===== config.mk =====
export PLATFORM = sky130hd
export DESIGN_NAME = strip_seq
export DESIGN_NICKNAME = d
export VERILOG_FILES = /design/src/rtl/strip_pkg.sv /design/src/rtl/strip_ctrl.sv /design/src/rtl/strip_dp.sv /design/src/rtl/strip_seq.sv
export SDC_FILE = /design/constraint.sdc
export NUM_CORES = 1
export LEC_CHECK = 0
export BUFFER_PORTS_ARGS = -buffer_cell sky130_fd_sc_hd__buf_2
export CORE_ASPECT_RATIO = 1.25
export CORE_UTILIZATION = 57
export DETAILED_ROUTE_END_ITERATION = 12
export HOLD_SLACK_MARGIN = 0.12
export PLACE_DENSITY = 0.89
export SETUP_SLACK_MARGIN = 0.02
export SKIP_CTS_REPAIR_TIMING = 1
export SYNTH_ARGS = -nofsm -noshare
export SYNTH_HDL_FRONTEND = slang
export SYNTH_SLANG_ARGS = --single-unit

===== constraint.sdc =====
create_clock -name clk -period 5.95 [get_ports clk]
set_clock_uncertainty 0.2 [all_clocks]
set_input_delay 0.2975 -clock clk [delete_from_list [all_inputs] [get_ports clk]]
set_output_delay 0.2975 -clock clk [all_outputs]
set_load 0.1 [all_outputs]

===== src/rtl/strip_pkg.sv =====
package strip_pkg;

  typedef struct packed {
    logic load;     // capture count and base, set first length
    logic advance;  // current strip accepted, step to next
  } ctrlStrobe_t;

  typedef enum logic {
    S_IDLE = 1'b0,
    S_EMIT = 1'b1
  } seqState_t;

endpackage


===== src/rtl/strip_ctrl.sv =====
module strip_ctrl
  import strip_pkg::*;
(
  input  logic        clk,
  input  logic        rstN,
  input  logic        startValid,
  input  logic        countZero,
  input  logic        stripReady,
  input  logic        isLast,
  output ctrlStrobe_t strobe,
  output logic        stripValid,
  output logic        busy,
  output logic        done
);

  seqState_t stateQ, stateD;
  logic      doneQ, doneD;

  always_comb begin
    stateD         = stateQ;
    doneD          = 1'b0;
    strobe.load    = 1'b0;
    strobe.advance = 1'b0;
    unique case (stateQ)
      S_IDLE: begin
        if (startValid) begin
          if (countZero) begin
            doneD = 1'b1;
          end else begin
            strobe.load = 1'b1;
            stateD      = S_EMIT;
          end
        end
      end
      S_EMIT: begin
        if (stripReady) begin
          strobe.advance = 1'b1;
          if (isLast) begin
            stateD = S_IDLE;
            doneD  = 1'b1;
          end
        end
      end
      default: stateD = S_IDLE;
    endcase
  end

  always_ff @(posedge clk) begin
    if (!rstN) begin
      stateQ <= S_IDLE;
      doneQ  <= 1'b0;
    end else begin
      stateQ <= stateD;
      doneQ  <= doneD;
    end
  end

  assign stripValid = (stateQ == S_EMIT);
  assign busy       = (stateQ == S_EMIT);
  assign done       = doneQ;

  // a completion pulse never overlaps an offered strip
  p_done_alone_r12: assert property (@(posedge clk) disable iff (!rstN)
    done |-> !stripValid);

  // done lasts a single cycle
  p_done_pulse_r12: assert property (@(posedge clk) disable iff (!rstN)
    done |=> !done);

  // a zero count never opens a sequence
  p_zero_idle_r7: assert property (@(posedge clk) disable iff (!rstN)
    (!busy && startValid && countZero) |=> (!stripValid && done));

endmodule


===== src/rtl/strip_dp.sv =====
module strip_dp
  import strip_pkg::*;
#(
  parameter int MVL   = 64,
  parameter int CNT_W = 16,
  parameter int IDX_W = 16,
  parameter int LEN_W = $clog2(MVL + 1)
)(
  input  logic             clk,
  input  logic             rstN,
  input  ctrlStrobe_t      strobe,
  input  logic [CNT_W-1:0] count,
  input  logic [IDX_W-1:0] baseIdx,
  output logic [IDX_W-1:0] stripStart,
  output logic [LEN_W-1:0] stripLen,
  output logic             isLast
);

  localparam logic [CNT_W-1:0] MVL_CNT = CNT_W'(MVL);
  localparam logic [LEN_W-1:0] MVL_LEN = LEN_W'(MVL);

  logic [IDX_W-1:0] startQ;
  logic [CNT_W-1:0] remainQ;   // elements left, current strip included
  logic [LEN_W-1:0] lenQ;
  logic [CNT_W-1:0] oddPiece;

  assign oddPiece = count % MVL_CNT;

  always_ff @(posedge clk) begin
    if (!rstN) begin
      startQ  <= '0;
      remainQ <= '0;
      lenQ    <= '0;
    end else if (strobe.load) begin
      startQ  <= baseIdx;
      remainQ <= count;
      lenQ    <= (oddPiece == '0) ? MVL_LEN : LEN_W'(oddPiece);
    end else if (strobe.advance) begin
      startQ  <= startQ + IDX_W'(lenQ);
      remainQ <= remainQ - CNT_W'(lenQ);
      lenQ    <= MVL_LEN;
    end
  end

  assign stripStart = startQ;
  assign stripLen   = lenQ;
  assign isLast     = (remainQ == CNT_W'(lenQ));

  // an accepted strip is never empty nor longer than MVL
  p_len_bound_r5: assert property (@(posedge clk) disable iff (!rstN)
    strobe.advance |-> (lenQ != '0 && lenQ <= MVL_LEN));

  // a strip never claims more elements than remain
  p_no_overrun_r4: assert property (@(posedge clk) disable iff (!rstN)
    strobe.advance |-> (remainQ >= CNT_W'(lenQ)));

endmodule


===== src/rtl/strip_seq.sv =====
module strip_seq
  import strip_pkg::*;
#(
  parameter int MVL   = 64,
  parameter int CNT_W = 16,
  parameter int IDX_W = 16,
  parameter int LEN_W = $clog2(MVL + 1)
)(
  input  logic             clk,
  input  logic             rstN,
  input  logic             startValid,
  input  logic [CNT_W-1:0] count,
  input  logic [IDX_W-1:0] baseIdx,
  output logic             busy,
  output logic             stripValid,
  input  logic             stripReady,
  output logic [IDX_W-1:0] stripStart,
  output logic [LEN_W-1:0] stripLen,
  output logic             stripLast,
  output logic             done
);

  ctrlStrobe_t strobe;
  logic        isLast;

  strip_ctrl u_ctrl (
    .clk        (clk),
    .rstN       (rstN),
    .startValid (startValid),
    .countZero  (count == '0),
    .stripReady (stripReady),
    .isLast     (isLast),
    .strobe     (strobe),
    .stripValid (stripValid),
    .busy       (busy),
    .done       (done)
  );

  strip_dp #(
    .MVL   (MVL),
    .CNT_W (CNT_W),
    .IDX_W (IDX_W),
    .LEN_W (LEN_W)
  ) u_dp (
    .clk        (clk),
    .rstN       (rstN),
    .strobe     (strobe),
    .count      (count),
    .baseIdx    (baseIdx),
    .stripStart (stripStart),
    .stripLen   (stripLen),
    .isLast     (isLast)
  );

  assign stripLast = isLast;

  // a stalled strip holds its fields
  p_hold_r8: assert property (@(posedge clk) disable iff (!rstN)
    (stripValid && !stripReady) |=>
      (stripValid && $stable(stripStart) && $stable(stripLen) && $stable(stripLast)));

  // the next strip begins where the accepted one ended
  p_chain_r3: assert property (@(posedge clk) disable iff (!rstN)
    (stripValid && stripReady && !stripLast) |=>
      (stripValid && stripStart == IDX_W'($past(stripStart) + IDX_W'($past(stripLen)))));

  // strips after the first are full length
  p_full_r2: assert property (@(posedge clk) disable iff (!rstN)
    (stripValid && stripReady && !stripLast) |=> (stripLen == LEN_W'(MVL)));

  // accepting the last strip ends the sequence with done
  p_last_done_r12: assert property (@(posedge clk) disable iff (!rstN)
    (stripValid && stripReady && stripLast) |=> (done && !busy));

  // a start while busy does not disturb a stalled strip
  p_ignore_r10: assert property (@(posedge clk) disable iff (!rstN)
    (busy && startValid && !stripReady) |=> (busy && $stable(stripStart) && $stable(stripLen)));

endmodule


==> summary.txt <==
Yosys
  – Sequential-to-total area share from yosys stat: between 30% and 40%
  – Post-Syn Area: ~2500 sq um
  – Register bit total from synthesis: between 40 and 50
  – Async SR Flop Fraction: 0%
  – Compound-Gate Fraction of Synth Area: 28.3%
  – Ranking of synthesized cells by area: dfxtp_1 33%, ha_1 7.1%, a21oi_1 6.0%
  – Syn_area_per_cell: approximately 8.1 sq um
  – Cell taking the most area after synthesis: dfxtp_1
  – Adder-Cell Fraction of Synth Area: a little under 9%
  – Distinct cells, synth: 48
  – Synth Flop Type: dfxtp_1
  – Syn_nets: 358
  – Synth Instances: ~310
  – Synth cell count leaders: 41 x dfxtp_1, 30 x a21oi_1, 29 x nor2_1, 26 x nand2_1, 17 x o21ai_0
  – Top cell type's share of synthesized area: 33.1%
  – YS warnings: 0
  – Mux contribution to synthesized area: 0.806%
  – Largest family of logic cells by synthesized area: compound AO/OA/AOI/OAI gates
  – Top-count cell post-synth: dfxtp_1
  – Number of synthesized flops with an enable pin: 0
  – Simple-gate share of the synthesized area: 20.4%
  – Xor/xnor share of the synthesized area: around 4.6%

CTS
  – Worst-Skew Late Latency: 300 ps
  – Total CTS buffers: 5
  – Clock root cell: clkbuf_8
  – Htree depth: 2
  – Clock Sinks: between 40 and 50
  – Clock Path Buffers: 2
  – TritonCTS clock tree: done
  – Clock-pin slew on the worst setup and hold paths: 80 ps

Critical path
  – Worst setup startpoint: count[3]
  – Slowest cell on crit path: dlygate4sd3_1
  – Setup Crit Path Kind: in -> reg
  – CP peak stage delay: 530 ps
  – CP arrival: around 2700 ps
  – CP Max Fanout: 24
  – Critical-path cell list: dlygate4sd3_1 > buf_2 > nor4_1 > nand2_1 > o21a_1 > nor2_1 > buf_4 > a221oi_1 > o22ai_1
  – CP endpoint kind: flop
  – WP data required: just under 6000 ps
  – Worst reg2reg startpoint: u_ctrl.busy
  – Worst path bufs/invs: 3
  – Crit path launch type: primary input
  – CP delay by family, top: buffers and inverters

Drt
  – Vias: approximately 2,700
  – Avg Vias per Cell: between 6 and 7
  – Wire per inst: ~16 um
  – Pre-antenna DRT Iters: 5
  – Routed WL: about 7000 um
  – Post-DRT Antenna Nets: 0
  – Initial DRC count: 252
  – DRC Markers: 0

Run
  – Max_cap viols: 0

Floorplanning
  – Die ar.: approximately 4600 sq um
  – Initial core utilization: about 60%
  – IO Count: 63
  – Core Area: a little over 4000 sq um
  – Die W: slightly above 60 um
  – Cell Rows: 26
  – Chip Height: roughly 76 um

Cells and area
  – N_diodes: 0
  – Share of post-route cells with drive strength above 1: 20.3%
  – Nets@finish: around 430
  – Fillers: about 330
  – Area growth, synth to finish: 24.6%

STA
  – Final setup vio count: 0
  – Fmax achieved: 0.366 GHz
  – Final hold vios: 0
  – Fin crit period: 2740 ps
  – Period utilisation layout: between 40% and 50%
  – Max_slew headroom: 40.5%
  – Fin Setup TNS: 0 ps
  – Worst Max-Slew Pin Slew: ~890 ps
  – RSZ-0062 raised after global routing: no
  – Fin worst setup slack: 3210 ps
  – Slew Limit Fails: 0

Min path
  – Min-delay worst type: in -> reg
  – Worst Hold Launch: baseIdx[5]

Global route
  – Total GRT Usage: between 30% and 40%
  – Gr ovfl total: 0
  – Largest net degree at the start of global routing: 30
  – First-pass GRT wire length: roughly 11,000 um
  – Initial antenna violation count: 0
  – Number of global-route vias before repair: approximately 2,500

Run status
  – Status: complete, no violations

Pwr
  – Peak supply drop: approximately 0.00024 V
  – Lkg Pwr: roughly 0.0013 uW
  – Power Dens Cells: between 200 and 300 nW/um^2

Placed design
  – DP HPWL: 4660 um
  – Port Buffers: just over 60
  – Routability cong.: 0.887
  – Worst slack, placed: about 3300 ps
[power by group]
part	switching [uW]	total (uW)	leakage, uW	internal, uW
sequential	25.5	324	0.000338	298
clock	101	227	0.0000554	126
combinational	229	333	0.000910	105
[kinds of logic (layout without fill, tap and decap cells)]
group | count (synthesis) | count (layout)
flops | 41 | 41
buf+inv | 25 | 99
mux | 2 | 2
xor+xnor | 13 | 13
simple gates | 103 | 103
fa+ha+maj | 16 | 16
compound gates | 106 | 106
[layout make-up]
| cell class | count | area [sq um] | share of cell area (%) |
|---|---|---|---|
| well taps | 56 | 70.1 | 2.26 |
| flip-flops and latches | 41 | 821 | 26.5 |
| multi-input cells | 240 | 1560 | 50.4 |
| clock inverters | 2 | 38.8 | 1.25 |
| clock buffers | 6 | 72.6 | 2.35 |
| repair buffers | 81 | 495 | 16.0 |
| inverters | 10 | 37.5 | 1.21 |
[worst min-delay path, cell delays in order]
cell and delay [ps]:
buf_2 70, o21ai_0 70, nor2_1 100
[state kept, by name, summed over array words and instances, names as in the netlist]
| signal | count |
|---|---|
| u_dp.stripStart | 16 |
| u_dp.stripLen | 7 |
| u_ctrl.busy | 1 |
| u_ctrl.done | 1 |
| u_dp.remainQ | 16 |
[metal layers]
layer / vias to the layer above / global-route usage, % / share of wire [%]
met2: 113 / 55.7 / 53
met4: 0 / 12.9 / 1.5
met5: - / 0 / 0
met3: 12 / 4.92 / 5.6
met1: 1270 / 33.8 / 40
li1: 1282 / - / -
[per-stage QoR]
step                power [uW]  utilization [%]  hold slack, ps  instances  instance area [sq um]
CTS                        872             70.8            39.1        419                   2920
global route               925             74.9             120        436                   3090
global placement           640             68.1             244        411                   2810
detailed placement         647             68.1             258        411                   2810
finish                     884             74.9            71.1        436                   3090
floorplan                  583                -             236        306                   2480
[cell usage in the layout, fill, tap and decap left out, types with 3 or more instances in the layout]
cell type      netlist  final
o21ai_0             17     17
a211oi_1             9      9
a21oi_1             30     30
ha_1                14     14
buf_2                4     62
nor3_1              12     12
o211ai_1             7      7
nor2_1              29     29
nand2_1             26     26
a221oi_1             6      6
o221ai_1             3      3
inv_1               10     10
xnor2_1              7      7
a21o_1               3      3
a22oi_1              8      8
o22ai_1              4      4
xor2_1               6      6
dlygate4sd3_1        0     17
dfxtp_1             41     41
nand2b_1             5      5
nor4_1               5      5
nand3_1             11     11
clkbuf_8             0      5
nor2b_1              5      5
[final timing paths]
kind | endpoint | depth (start not counted) | slack (ps)
worst max-delay path | u_dp.remainQ[11] | 9 | 3210
worst min-delay path | u_dp.stripStart[5] | 3 | 70
worst max register to register | u_dp.remainQ[11] | 6 | 3300
worst min register to register | u_dp.remainQ[6] | 2 | 270
(Power assumes the default switching activity.)
